File: config.mk
export PLATFORM = sky130hd
export DESIGN_NAME = gpio_port_regs
export DESIGN_NICKNAME = d
export VERILOG_FILES = /design/src/rtl/gpio_pkg.sv /design/src/rtl/gpio_in_sync.sv /design/src/rtl/gpio_pin_cfg.sv /design/src/rtl/gpio_out_data.sv /design/src/rtl/gpio_port_regs.sv
export SDC_FILE = /design/constraint.sdc
export NUM_CORES = 1
export LEC_CHECK = 0
export BUFFER_PORTS_ARGS = -buffer_cell sky130_fd_sc_hd__buf_2
export CORE_MARGIN = 2
export CORE_UTILIZATION = 59
export DETAILED_ROUTE_END_ITERATION = 8
export PLACE_DENSITY = 0.89
export SLEW_MARGIN = 25
export SYNTH_ARGS = -nofsm -noshare
export SYNTH_HDL_FRONTEND = slang
export SYNTH_SLANG_ARGS = --single-unit
export TNS_END_PERCENT = 5
File: constraint.sdc
create_clock -name clk -period 3.58 [get_ports clk]
set_input_delay 0.537 -clock clk [delete_from_list [all_inputs] [get_ports clk]]
set_output_delay 0.537 -clock clk [all_outputs]
set_load 0.005 [all_outputs]
File: src/rtl/gpio_pkg.sv
package gpio_pkg;
    localparam int PINS     = 16;
    localparam int BUS_W    = 32;
    localparam int REG_AW   = 4;
    localparam int AF_W     = 4;
    localparam int AF_PER_R = BUS_W / AF_W;

    typedef enum logic [1:0] {
        PM_IN  = 2'b00,
        PM_OUT = 2'b01,
        PM_ALT = 2'b10,
        PM_ANA = 2'b11
    } pin_mode_e;

    typedef enum logic [1:0] {
        PL_NONE = 2'b00,
        PL_UP   = 2'b01,
        PL_DOWN = 2'b10,
        PL_RSVD = 2'b11
    } pull_e;

    localparam logic [REG_AW-1:0] RA_MODE   = 4'd0;
    localparam logic [REG_AW-1:0] RA_OTYPE  = 4'd1;
    localparam logic [REG_AW-1:0] RA_SPEED  = 4'd2;
    localparam logic [REG_AW-1:0] RA_PULL   = 4'd3;
    localparam logic [REG_AW-1:0] RA_IN     = 4'd4;
    localparam logic [REG_AW-1:0] RA_OUT    = 4'd5;
    localparam logic [REG_AW-1:0] RA_SETCLR = 4'd6;
    localparam logic [REG_AW-1:0] RA_AFLO   = 4'd7;
    localparam logic [REG_AW-1:0] RA_AFHI   = 4'd8;

    typedef struct packed {
        pin_mode_e       mode;
        logic            otype;
        logic [1:0]      speed;
        pull_e           pull;
        logic [AF_W-1:0] af;
    } pin_cfg_t;

    typedef struct packed {
        logic mode;
        logic otype;
        logic speed;
        logic pull;
        logic af;
    } cfg_we_t;

    function automatic logic drives(pin_mode_e m);
        return (m == PM_OUT) || (m == PM_ALT);
    endfunction
endpackage

File: src/rtl/gpio_in_sync.sv
module gpio_in_sync #(
    parameter int WIDTH  = 16,
    parameter int STAGES = 2
) (
    input  logic             clk,
    input  logic             rst,
    input  logic [WIDTH-1:0] async_in,
    output logic [WIDTH-1:0] sync_out
);
    logic [WIDTH-1:0] stage_q [STAGES];

    always_ff @(posedge clk) begin
        if (rst) begin
            for (int i = 0; i < STAGES; i++) stage_q[i] <= '0;
        end else begin
            stage_q[0] <= async_in;
            for (int i = 1; i < STAGES; i++) stage_q[i] <= stage_q[i-1];
        end
    end

    assign sync_out = stage_q[STAGES-1];
endmodule

File: src/rtl/gpio_pin_cfg.sv
module gpio_pin_cfg
    import gpio_pkg::*;
(
    input  logic     clk,
    input  logic     rst,
    input  cfg_we_t  we,
    input  logic     locked,
    input  pin_cfg_t wr,
    output pin_cfg_t cfg
);
    pin_cfg_t cfg_q;

    always_ff @(posedge clk) begin
        if (rst) begin
            cfg_q <= '{mode: PM_IN, otype: 1'b0, speed: 2'b00, pull: PL_NONE, af: '0};
        end else if (!locked) begin
            if (we.mode)  cfg_q.mode  <= wr.mode;
            if (we.otype) cfg_q.otype <= wr.otype;
            if (we.speed) cfg_q.speed <= wr.speed;
            if (we.pull)  cfg_q.pull  <= wr.pull;
            if (we.af)    cfg_q.af    <= wr.af;
        end
    end

    assign cfg = cfg_q;
endmodule

File: src/rtl/gpio_out_data.sv
module gpio_out_data #(
    parameter int WIDTH = 16
) (
    input  logic               clk,
    input  logic               rst,
    input  logic               wr_whole,
    input  logic               wr_setclr,
    input  logic [2*WIDTH-1:0] wdata,
    output logic [WIDTH-1:0]   odr
);
    logic [WIDTH-1:0] odr_q;
    logic [WIDTH-1:0] set_bits, clr_bits;

    assign set_bits = wdata[WIDTH-1:0];
    assign clr_bits = wdata[2*WIDTH-1:WIDTH];

    always_ff @(posedge clk) begin
        if (rst)            odr_q <= '0;
        else if (wr_whole)  odr_q <= set_bits;
        else if (wr_setclr) odr_q <= (odr_q & ~clr_bits) | set_bits;
    end

    assign odr = odr_q;
endmodule

File: src/rtl/gpio_port_regs.sv
module gpio_port_regs
    import gpio_pkg::*;
#(
    parameter int SYNC_STAGES = 2
) (
    input  logic                  clk,
    input  logic                  rst,
    input  logic                  bus_we,
    input  logic [REG_AW-1:0]     bus_addr,
    input  logic [BUS_W-1:0]      bus_wdata,
    output logic [BUS_W-1:0]      bus_rdata,
    input  logic [PINS-1:0]       lock_en,
    input  logic [PINS-1:0]       pad_in,
    output logic [PINS-1:0]       pad_out,
    output logic [PINS-1:0]       pad_oe,
    output logic [PINS-1:0]       pad_od,
    output logic [PINS-1:0]       pad_pull_up,
    output logic [PINS-1:0]       pad_pull_dn,
    output logic [PINS-1:0]       pad_af_en,
    output logic [PINS*AF_W-1:0]  pad_af_sel
);
    localparam int PAIR_W = 2 * PINS;

    logic [PAIR_W-1:0]    mode_q, speed_q, pull_q;
    logic [PINS-1:0]      otype_q;
    logic [PINS*AF_W-1:0] af_q;
    logic [PINS-1:0]      in_sync;

    gpio_in_sync #(.WIDTH(PINS), .STAGES(SYNC_STAGES)) u_sync (
        .clk(clk), .rst(rst), .async_in(pad_in), .sync_out(in_sync)
    );

    gpio_out_data #(.WIDTH(PINS)) u_odr (
        .clk(clk), .rst(rst),
        .wr_whole(bus_we && bus_addr == RA_OUT),
        .wr_setclr(bus_we && bus_addr == RA_SETCLR),
        .wdata(bus_wdata), .odr(pad_out)
    );

    for (genvar n = 0; n < PINS; n++) begin : g_pin
        localparam int AF_OFS = (n % AF_PER_R) * AF_W;
        localparam logic [REG_AW-1:0] AF_ADDR = (n < AF_PER_R) ? RA_AFLO : RA_AFHI;
        cfg_we_t  we;
        pin_cfg_t wr;
        pin_cfg_t cfg;

        assign we.mode  = bus_we && bus_addr == RA_MODE;
        assign we.otype = bus_we && bus_addr == RA_OTYPE;
        assign we.speed = bus_we && bus_addr == RA_SPEED;
        assign we.pull  = bus_we && bus_addr == RA_PULL;
        assign we.af    = bus_we && bus_addr == AF_ADDR;

        assign wr.mode  = pin_mode_e'(bus_wdata[2*n +: 2]);
        assign wr.otype = bus_wdata[n];
        assign wr.speed = bus_wdata[2*n +: 2];
        assign wr.pull  = pull_e'(bus_wdata[2*n +: 2]);
        assign wr.af    = bus_wdata[AF_OFS +: AF_W];

        gpio_pin_cfg u_cfg (
            .clk(clk), .rst(rst), .we(we), .locked(lock_en[n]), .wr(wr), .cfg(cfg)
        );

        assign mode_q[2*n +: 2]      = cfg.mode;
        assign otype_q[n]            = cfg.otype;
        assign speed_q[2*n +: 2]     = cfg.speed;
        assign pull_q[2*n +: 2]      = cfg.pull;
        assign af_q[AF_W*n +: AF_W]  = cfg.af;

        assign pad_oe[n]      = drives(cfg.mode);
        assign pad_od[n]      = drives(cfg.mode) && cfg.otype;
        assign pad_af_en[n]   = cfg.mode == PM_ALT;
        assign pad_pull_up[n] = cfg.mode != PM_ANA && cfg.pull == PL_UP;
        assign pad_pull_dn[n] = cfg.mode != PM_ANA && cfg.pull == PL_DOWN;
        assign pad_af_sel[AF_W*n +: AF_W] = cfg.af;
    end

    always_comb begin
        bus_rdata = '0;
        case (bus_addr)
            RA_MODE:  bus_rdata = mode_q;
            RA_OTYPE: bus_rdata[PINS-1:0] = otype_q;
            RA_SPEED: bus_rdata = speed_q;
            RA_PULL:  bus_rdata = pull_q;
            RA_IN:    bus_rdata[PINS-1:0] = in_sync;
            RA_OUT:   bus_rdata[PINS-1:0] = pad_out;
            RA_AFLO:  bus_rdata = af_q[BUS_W-1:0];
            RA_AFHI:  bus_rdata = af_q[2*BUS_W-1:BUS_W];
            default:  bus_rdata = '0;
        endcase
    end
endmodule

==> results.sh, run 1 <==
export IMPL_cp_start_kind="input port"
export IMPL_vias=10200
export IMPL_required_ns=3.04
export IMPL_worst_pin_slew_ns=0.940
export IMPL_synth_top_area_cell="dfxtp_1"
export IMPL_clock_fmax_ghz=0.347
export IMPL_clock_sinks=224
export IMPL_cp_max_fo=25
export IMPL_post_cts_repair_setup_buffers=0
export IMPL_timing_rr_start="g_pin[7].u_cfg.cfg[8]$_SDFFE_PP0P_"
export IMPL_drtIter0Drc=933
export IMPL_cp_cell_sequence="buf_2 > or3b_2 > o22a_1 > o221ai_1 > buf_2"
export IMPL_post_cts_resize_count=0
export IMPL_start_util=0.596
export IMPL_drive_gt1_frac=0.250
export IMPL_finalMaxSlewViolations=0
export IMPL_holdPathStages=2
export IMPL_hold_viol_final=0
export IMPL_clock_path_buffers=3
export IMPL_drt_vias_per_instance=6.04
export IMPL_die_w_um=147
export IMPL_placementRows=52
export IMPL_gp_congestion=0.879
export IMPL_r2r_end="g_pin[7].u_cfg.cfg[8]$_SDFFE_PP0P_"
export IMPL_end_kind="output port"
export IMPL_drcViolationCount=0
export IMPL_slew_headroom=0.374
export IMPL_cts_tree="yes"
export IMPL_gr_total_overflow=0
export IMPL_period_share=0.804
export IMPL_rsz0062_at_grt="no"
export IMPL_leakage_uw=0.00670
export IMPL_fin_crit_ns=2.88
export IMPL_grt_pass1_vias=9865
export IMPL_min_to="u_sync.stage_q[0][6]$_SDFF_PP0_"
export IMPL_async_flop_share=0
export IMPL_die_h_um=147
export IMPL_fin_cells=1689
export IMPL_reg2reg_depth=2
export IMPL_crit_path_frequent_cell="buf_2"
export IMPL_netlist_instances=1243
export IMPL_cap_violations=0
export IMPL_synth_area_sq_um=12000
export IMPL_yosys_area_top_type_share=0.374
export IMPL_grt_max_degree=91
export IMPL_worstPathArrival_ns=2.34
export IMPL_routed_wl_um=37700
export IMPL_clockRootBuffer="clkbuf_16"
export IMPL_grt_usage=0.339
export IMPL_hold_start="pad_in[6]"
export IMPL_clock_latency_ns=0.50
export IMPL_htree_num_levels=1
export IMPL_cts_hold_buf=0
export IMPL_antenna_found_initial=1
export IMPL_firstDrtPassIters=5
export IMPL_regToRegSetupSlack_ns=2.84
export IMPL_setup_violations=0
export IMPL_final_nets=1507
export IMPL_portBuffers=262
export IMPL_ios=263
export IMPL_wire_per_inst_um=22.3
export IMPL_dieArea_sq_um=21500
export IMPL_hp_class="in2reg"
export IMPL_critical_path_slowest_cell="or3b_2"
export IMPL_vdd_drop_max_uv=378
export IMPL_slowest_delay_ns=0.79
export IMPL_ys_warn_count=0
export IMPL_cts_buffers=23
export IMPL_yosysUniqueCellTypes=39
export IMPL_ys_ff_latch=224
export IMPL_synthFlopType="dfxtp_1"
export IMPL_status="completed"
export IMPL_clock_skew_ns=0.00423
export IMPL_clkTransAtPathRegs_ns=0.06
export IMPL_synth_most_common_cell="dfxtp_1"
export IMPL_postRouteAntennaNets=0
export IMPL_core_area_sq_um=20100
export IMPL_place_inst=1649
export IMPL_synthToLayoutAreaGrowth_pct=14.4
export IMPL_synth_area_per_cell_sq_um=9.65
export IMPL_grt_pass1_wl_um=56900
export IMPL_path_class="in2out"
export IMPL_ys_top_cells_by_area="dfxtp_1 (37%), mux2i_1 (18%), nand2b_1 (11%)"
export IMPL_n_fill_cell=1531
export IMPL_dp_hpwl_um=27400
export IMPL_final_setup_tns_ns=0
export IMPL_power_density_nw_per_um2=388
export IMPL_synth_edf_count=0
export IMPL_synth_seq_area_share=0.374
export IMPL_synthTopCellsByCount="dfxtp_1 (224), mux2i_1 (213), nand2b_1 (212)"
export IMPL_syn_nets=1346
## state kept, by name (all words and copies together), names as in the netlist
register / count
u_odr.odr: 16
g_pin.u_cfg.cfg: 176
u_sync.stage_q: 32
## layout make-up
type	instances	area (sq um)	area share
Sequential cell	224	4480	0.327
Multi-Input combinational cell	832	6490	0.473
Timing Repair Buffer	290	1560	0.114
Inverter	33	124	0.00903
Tap cell	270	338	0.0246
Clock inverter	7	60.1	0.00438
Antenna cell	1	2.50	0.000182
Clock buffer	32	659	0.0481
## how the worst max path moves through the flow
stage,startpoint,to,slack [ns],depth (start not counted)
2_1_floorplan,bus_addr[2],bus_rdata[10],1.32,6
3_3_place_gp,bus_addr[2],bus_rdata[13],0.84,5
3_5_place_dp,bus_addr[2],bus_rdata[13],0.76,5
4_1_cts,bus_addr[2],bus_rdata[13],0.76,5
5_1_grt,bus_addr[2],bus_rdata[13],0.70,5
6_report,bus_addr[2],bus_rdata[13],0.70,5
## cell usage in the layout, fill, tap and decap left out, types with 2 or more instances in the layout
cell / n
a32o_1: 16
nor3_1: 25
o2111ai_1: 5
o21ai_0: 17
inv_1: 33
buf_4: 26
buf_12: 3
nor3b_1: 43
clkinv_2: 6
mux2_2: 9
nand2_1: 11
and3b_1: 12
nand3_1: 38
nand2b_1: 212
buf_2: 261
or3b_2: 3
o221ai_1: 16
dfxtp_1: 224
clkbuf_1: 4
ha_1: 32
a2bb2oi_1: 2
a22oi_1: 35
nor3_2: 3
clkbuf_8: 5
nor2_1: 4
o22a_1: 11
clkbuf_16: 23
mux2i_1: 213
and2_1: 3
or3_1: 44
nor2b_1: 50
or3_4: 11
and3_1: 10
## power breakdown
group | total (uW) | internal (uW) | leakage (uW) | switching, uW
clock network | 2320 | 1350 | 0.000362 | 976
registers | 2550 | 2530 | 0.00181 | 23.2
logic | 443 | 164 | 0.00452 | 280
total | 5320 | 4040 | 0.00670 | 1280
## layer usage
metal | GRT usage | vias to the layer above | part of all wire
li1 | - | 4584 | -
met1 | 0.451 | 4808 | 0.40
met2 | 0.538 | 698 | 0.45
met3 | 0.0603 | 117 | 0.10
met4 | 0.155 | 0 | 0.046
met5 | 0 | - | 0
## worst max-delay path: cells and delay by family
kind / cells / cell delay [ns]
buffers and inverters: 2 / 0.59
AND/OR/NAND/NOR: 1 / 0.79
AO/OA/AOI/OAI: 2 / 0.41
## cells by family after synthesis
group	share of synthesized area
AO/OA/AOI/OAI	0.0691
buffers and inverters	0.0846
AND/OR/NAND/NOR	0.253
adder cells (fa/ha/maj)	0.0334
multiplexers	0.186
flip-flops	0.374
## through the flow
step / power (uW) / cell area, sq um / worst slack [ns] / utilization / hold WS, ns
CTS: 5310 / 13700 / 0.760 / 0.682 / 0.235
finish: 5320 / 13700 / 0.701 / 0.682 / 0.239
floorplan: 2850 / 12000 / 1.32 / - / 0.414
global route: 5450 / 13700 / 0.702 / 0.682 / 0.252
global placement: 3030 / 13000 / 0.841 / 0.647 / 0.417
detailed placement: 3030 / 13000 / 0.758 / 0.647 / 0.424
Power figures use the tool's default switching activity.
==> inputs of run 2 (changes only) <==
--- a/config.mk
+++ b/config.mk
@@ -7,9 +7,9 @@
 export LEC_CHECK = 0
 export BUFFER_PORTS_ARGS = -buffer_cell sky130_fd_sc_hd__buf_2
 export CORE_MARGIN = 2
-export CORE_UTILIZATION = 59
+export CORE_UTILIZATION = 50
 export DETAILED_ROUTE_END_ITERATION = 8
-export PLACE_DENSITY = 0.89
+export PLACE_DENSITY = 0.8
 export SLEW_MARGIN = 25
 export SYNTH_ARGS = -nofsm -noshare
 export SYNTH_HDL_FRONTEND = slang
==> constraint.sdc (replaced) <==
create_clock -name clk -period 2.5 [get_ports clk]
set_input_delay 0.375 -clock clk [delete_from_list [all_inputs] [get_ports clk]]
set_output_delay 0.375 -clock clk [all_outputs]
set_load 0.005 [all_outputs]
==> results.sh, run 2 (synthesized netlist as in run 1, its figures left out) <==
export IMPL_clkTransAtPathRegs_ns=0.06
export IMPL_path_class="in2out"
export IMPL_antenna_found_initial=1
export IMPL_power_frac_clock=0.475
export IMPL_cp_start_kind="input port"
export IMPL_dp_hpwl_um=28600
export IMPL_cts_hold_buf=0
export IMPL_postRouteAntennaNets=0
export IMPL_clock_latency_ns=0.52
export IMPL_vdd_drop_max_uv=549
export IMPL_drive_gt1_frac=0.260
export IMPL_fin_crit_ns=2.33
export IMPL_setup_violations=0
export IMPL_drcViolationCount=0
export IMPL_leakage_uw=0.00683
export IMPL_critical_path_slowest_cell="buf_4"
export IMPL_gr_total_overflow=0
export IMPL_ios=263
export IMPL_cap_violations=0
export IMPL_slowest_delay_ns=0.39
export IMPL_clock_sinks=224
export IMPL_grt_max_degree=107
export IMPL_gp_congestion=0.906
export IMPL_wire_per_inst_um=22.2
export IMPL_startpoint="bus_addr[0]"
export IMPL_die_w_um=159
export IMPL_pwr_share_comb=0.080
export IMPL_portBuffers=262
export IMPL_final_common_cell="buf_2"
export IMPL_grt_pass1_vias=9923
export IMPL_cp_cell_sequence="buf_2 > buf_4 > nor4b_2 > buf_4 > a22oi_1 > nand3_1 > buf_2"
export IMPL_clockRootBuffer="clkbuf_16"
export IMPL_period_share=0.932
export IMPL_finalMaxSlewViolations=0
export IMPL_rsz0062_at_grt="no"
export IMPL_post_cts_repair_setup_buffers=0
export IMPL_slew_headroom=0.307
export IMPL_clock_path_buffers=3
export IMPL_hp_class="in2reg"
export IMPL_start_util=0.511
export IMPL_p_int_uw=6280
export IMPL_drtIter0Drc=995
export IMPL_grt_usage=0.295
export IMPL_layout_common_cells="buf_2 (261), dfxtp_1 (224), mux2i_1 (213)"
export IMPL_core_area_sq_um=23500
export IMPL_end_kind="output port"
export IMPL_cts_tree="yes"
export IMPL_post_cts_resize_count=0
export IMPL_synthToLayoutAreaGrowth_pct=17.1
export IMPL_clock_skew_ns=0.00496
export IMPL_power_switching_uw=1940
export IMPL_regToRegSetupSlack_ns=1.77
export IMPL_largest_register_ffs=176
export IMPL_required_ns=2.12
export IMPL_grt_pass1_wl_um=58600
export IMPL_die_h_um=159
export IMPL_routed_wl_um=39000
export IMPL_worstPathArrival_ns=1.96
export IMPL_power_frac_seq=0.445
export IMPL_drt_vias_per_instance=5.82
export IMPL_power_uw=8210
export IMPL_p_sw_frac=0.236
export IMPL_power_density_nw_per_um2=585
export IMPL_placementRows=56
export IMPL_firstDrtPassIters=5
export IMPL_htree_num_levels=1
export IMPL_clock_fmax_ghz=0.429
export IMPL_hold_start="pad_in[3]"
export IMPL_final_setup_tns_ns=0
export IMPL_dieArea_sq_um=25200
export IMPL_vias=10200
export IMPL_worst_pin_slew_ns=1.04
export IMPL_cts_buffers=24
export IMPL_final_nets=1522
export IMPL_hold_viol_final=0
export IMPL_timing_rr_start="g_pin[11].u_cfg.cfg[2]$_SDFFE_PP0P_"
export IMPL_cp_max_fo=22
export IMPL_status="completed"
[run 2: cell types whose count changed in the layout (fill, tap and decap cells not counted)]
cell / previous run / this run
buf_12: 3 / 4
buf_4: 26 / 39
clkinv_4: 0 / 1
bufinv_16: 1 / 4
clkinvlp_4: 0 / 1
clkbuf_16: 23 / 25
clkbuf_8: 5 / 6
clkinv_2: 6 / 2
clkbuf_1: 4 / 3
[run 2: final timing paths]
| check | endpoint | depth (start not counted) |
|---|---|---|
| setup / recovery | bus_rdata[3] | 7 |
| hold / removal | u_sync.stage_q[0][3]$_SDFF_PP0_ | 2 |
| setup reg to reg | g_pin[11].u_cfg.cfg[2]$_SDFFE_PP0P_ | 2 |
| hold reg to reg | u_sync.stage_q[0][31]$_SDFF_PP0_ | 1 |
[run 2: per-layer routing]
metal | global-route usage | routed length (um) | vias up | share of wire
li1 | - | - | 4611 | -
met1 | 0.393 | 16400 | 4937 | 0.42
met2 | 0.469 | 17500 | 574 | 0.45
met3 | 0.0627 | 3660 | 93 | 0.094
met4 | 0.112 | 1480 | 0 | 0.038
met5 | 0 | 0 | - | 0
[run 2: per-stage QoR]
step	cells	setup slack, ns	hold WS (ns)	cell area [sq um]	utilization
after floorplan	1243	0.565	0.414	12000	-
after global placement	1712	0.260	0.416	13200	0.561
after detailed placement	1712	0.231	0.422	13200	0.561
after CTS	1754	0.223	0.0562	14000	0.598
after global routing	1754	0.135	0.0709	14000	0.598
final	1755	0.170	0.0648	14000	0.598
[run 2: power groups by stage]
stage / clock, uW / sequential (uW) / combinational [uW]
final: 3900 / 3650 / 658
after global routing: 4060 / 3660 / 683
after CTS: 3920 / 3650 / 638
after detailed placement: 0 / 3730 / 635
after global placement: 0 / 3730 / 629
after floorplan: 0 / 3720 / 364
[run 2: cell type report]
type | count | area, sq um
Antenna cell | 1 | 2.50
Fill cell | 2095 | 9430
Inverter | 33 | 124
Tap cell | 319 | 399
Clock inverter | 8 | 146
Clock buffer | 34 | 719
Timing Repair Buffer | 304 | 1680
Sequential cell | 224 | 4480
Multi-Input combinational cell | 832 | 6490
[run 2: critical path: cells and delay by family]
| family | cells | cell delay, ns |
|---|---|---|
| AO/OA/AOI/OAI | 1 | 0.22 |
| buffers and inverters | 4 | 1.07 |
| AND/OR/NAND/NOR | 2 | 0.28 |
==> inputs of run 3 (changes only) <==
--- a/config.mk
+++ b/config.mk
@@ -8,8 +8,10 @@
 export BUFFER_PORTS_ARGS = -buffer_cell sky130_fd_sc_hd__buf_2
 export CORE_MARGIN = 2
 export CORE_UTILIZATION = 50
+export CTS_CLUSTER_SIZE = 40
 export DETAILED_ROUTE_END_ITERATION = 8
 export PLACE_DENSITY = 0.8
+export RECOVER_POWER = 50
 export SLEW_MARGIN = 25
 export SYNTH_ARGS = -nofsm -noshare
 export SYNTH_HDL_FRONTEND = slang
==> results.sh, run 3 (synthesized netlist as in run 1, its figures left out) <==
export IMPL_period_share=0.936
export IMPL_grt_pass1_wl_um=58600
export IMPL_postRouteAntennaNets=0
export IMPL_core_area_sq_um=23500
export IMPL_firstDrtPassIters=7
export IMPL_clock_latency_ns=0.52
export IMPL_antenna_found_initial=1
export IMPL_clock_fmax_ghz=0.427
export IMPL_htree_num_levels=1
export IMPL_hp_class="in2reg"
export IMPL_drt_vias_per_instance=5.78
export IMPL_cap_violations=1
export IMPL_portBuffers=262
export IMPL_post_cts_repair_setup_buffers=0
export IMPL_dp_hpwl_um=28600
export IMPL_placementRows=56
export IMPL_finalMaxSlewViolations=107
export IMPL_clock_sinks=224
export IMPL_hold_start="pad_in[3]"
export IMPL_gp_congestion=0.906
export IMPL_path_class="in2out"
export IMPL_worstPathArrival_ns=1.96
export IMPL_cts_buffers=24
export IMPL_drcViolationCount=0
export IMPL_grt_max_degree=107
export IMPL_final_nets=1522
export IMPL_n_fill_cell=2128
export IMPL_slew_headroom=-0.0974
export IMPL_start_util=0.511
export IMPL_power_uw=8200
export IMPL_ios=263
export IMPL_fin_crit_ns=2.34
export IMPL_leakage_uw=0.00661
export IMPL_worst_pin_slew_ns=1.65
export IMPL_status="finished, violations left"
export IMPL_dieArea_sq_um=25200
export IMPL_cp_max_fo=22
export IMPL_final_common_cell="dfxtp_1"
export IMPL_cts_hold_buf=0
export IMPL_drtIter0Drc=949
export IMPL_power_density_nw_per_um2=590
export IMPL_rsz0062_at_grt="no"
export IMPL_setup_violations=0
export IMPL_clock_skew_ns=0.00512
export IMPL_cp_start_kind="input port"
export IMPL_final_setup_tns_ns=0
export IMPL_wire_per_inst_um=22.2
export IMPL_clockRootBuffer="clkbuf_16"
export IMPL_gr_total_overflow=0
export IMPL_grt_usage=0.295
export IMPL_vias=10100
export IMPL_die_h_um=159
export IMPL_largest_register_ffs=176
export IMPL_synthToLayoutAreaGrowth_pct=16.1
export IMPL_die_w_um=159
export IMPL_hold_viol_final=0
export IMPL_post_cts_resize_count=0
export IMPL_timing_rr_start="g_pin[1].u_cfg.cfg[9]$_SDFFE_PP0P_"
export IMPL_grt_pass1_vias=9923
export IMPL_vdd_drop_max_uv=551
export IMPL_end_kind="output port"
export IMPL_clock_path_buffers=3
export IMPL_layout_common_cells="dfxtp_1 (224), buf_2 (216), mux2i_1 (213)"
export IMPL_clkTransAtPathRegs_ns=0.06
export IMPL_routed_wl_um=39000
export IMPL_violations="max-capacitance violations, max-slew violations"
export IMPL_required_ns=2.12
export IMPL_cts_tree="yes"
export IMPL_drive_gt1_frac=0.222
export IMPL_startpoint="bus_addr[0]"
==> run 3: cell types whose count changed in the layout (fill, tap and decap cells not counted) <==
cell      before  now
or3_4         11    7
o21ba_1        0    1
clkbuf_2       0    4
clkbuf_1       3   51
nor3_2         3    2
buf_12         4    2
nor3_1        25   26
buf_2        261  216
buf_4         39   34
or3_1         44   48
o21ba_2        1    0
==> run 3: report_power, final <==
part / internal, uW / switching [uW] / leakage (uW)
combinational: 241 / 407 / 0.00437
clock: 2410 / 1490 / 0.000423
sequential: 3620 / 34.7 / 0.00181
total: 6270 / 1940 / 0.00661
==> run 3: metrics by stage <==
stage	util	hold WS, ns	worst slack (ns)	area [sq um]	instances
after detailed placement	0.561	0.422	0.231	13200	1712
after global placement	0.561	0.416	0.260	13200	1712
final	0.593	0.0653	0.160	13900	1755
after floorplan	-	0.414	0.565	12000	1243
after global routing	0.593	0.0709	0.0772	13900	1754
after CTS	0.598	0.0562	0.223	14000	1754
==> run 3: path summary, 6_finish.rpt <==
path | to | cells past startpoint | slack, ns
worst min register to register | u_sync.stage_q[0][18]$_SDFF_PP0_ | 1 | 0.44
worst min-delay path | u_sync.stage_q[0][3]$_SDFF_PP0_ | 2 | 0.07
worst max register to register | g_pin[1].u_cfg.cfg[9]$_SDFFE_PP0P_ | 2 | 1.76
worst max-delay path | bus_rdata[3] | 7 | 0.16
==> run 3: worst max-delay path: stages <==
cell     delay [ns]
buf_2          0.30
buf_4          0.39
nor4b_2        0.10
buf_4          0.21
a22oi_1        0.22
nand3_1        0.19
buf_2          0.17
==> run 3: cell type report <==
| class | count | area [sq um] | area share |
|---|---|---|---|
| repair buffers | 304 | 1580 | 0.113 |
| diodes | 1 | 2.50 | 0.000180 |
| clock inverters | 8 | 146 | 0.0105 |
| well taps | 319 | 399 | 0.0287 |
| multi-input cells | 832 | 6460 | 0.465 |
| clock buffers | 34 | 719 | 0.0517 |
| inverters | 33 | 124 | 0.00890 |
| flip-flops and latches | 224 | 4480 | 0.322 |
==> run 3: layer usage <==
metal  part of all wire  track usage  vias up
met5                  0            0        -
met4              0.038        0.112        0
met3              0.091       0.0627       97
met2               0.45        0.469      539
met1               0.42        0.393     4893
li1                   -            -     4608
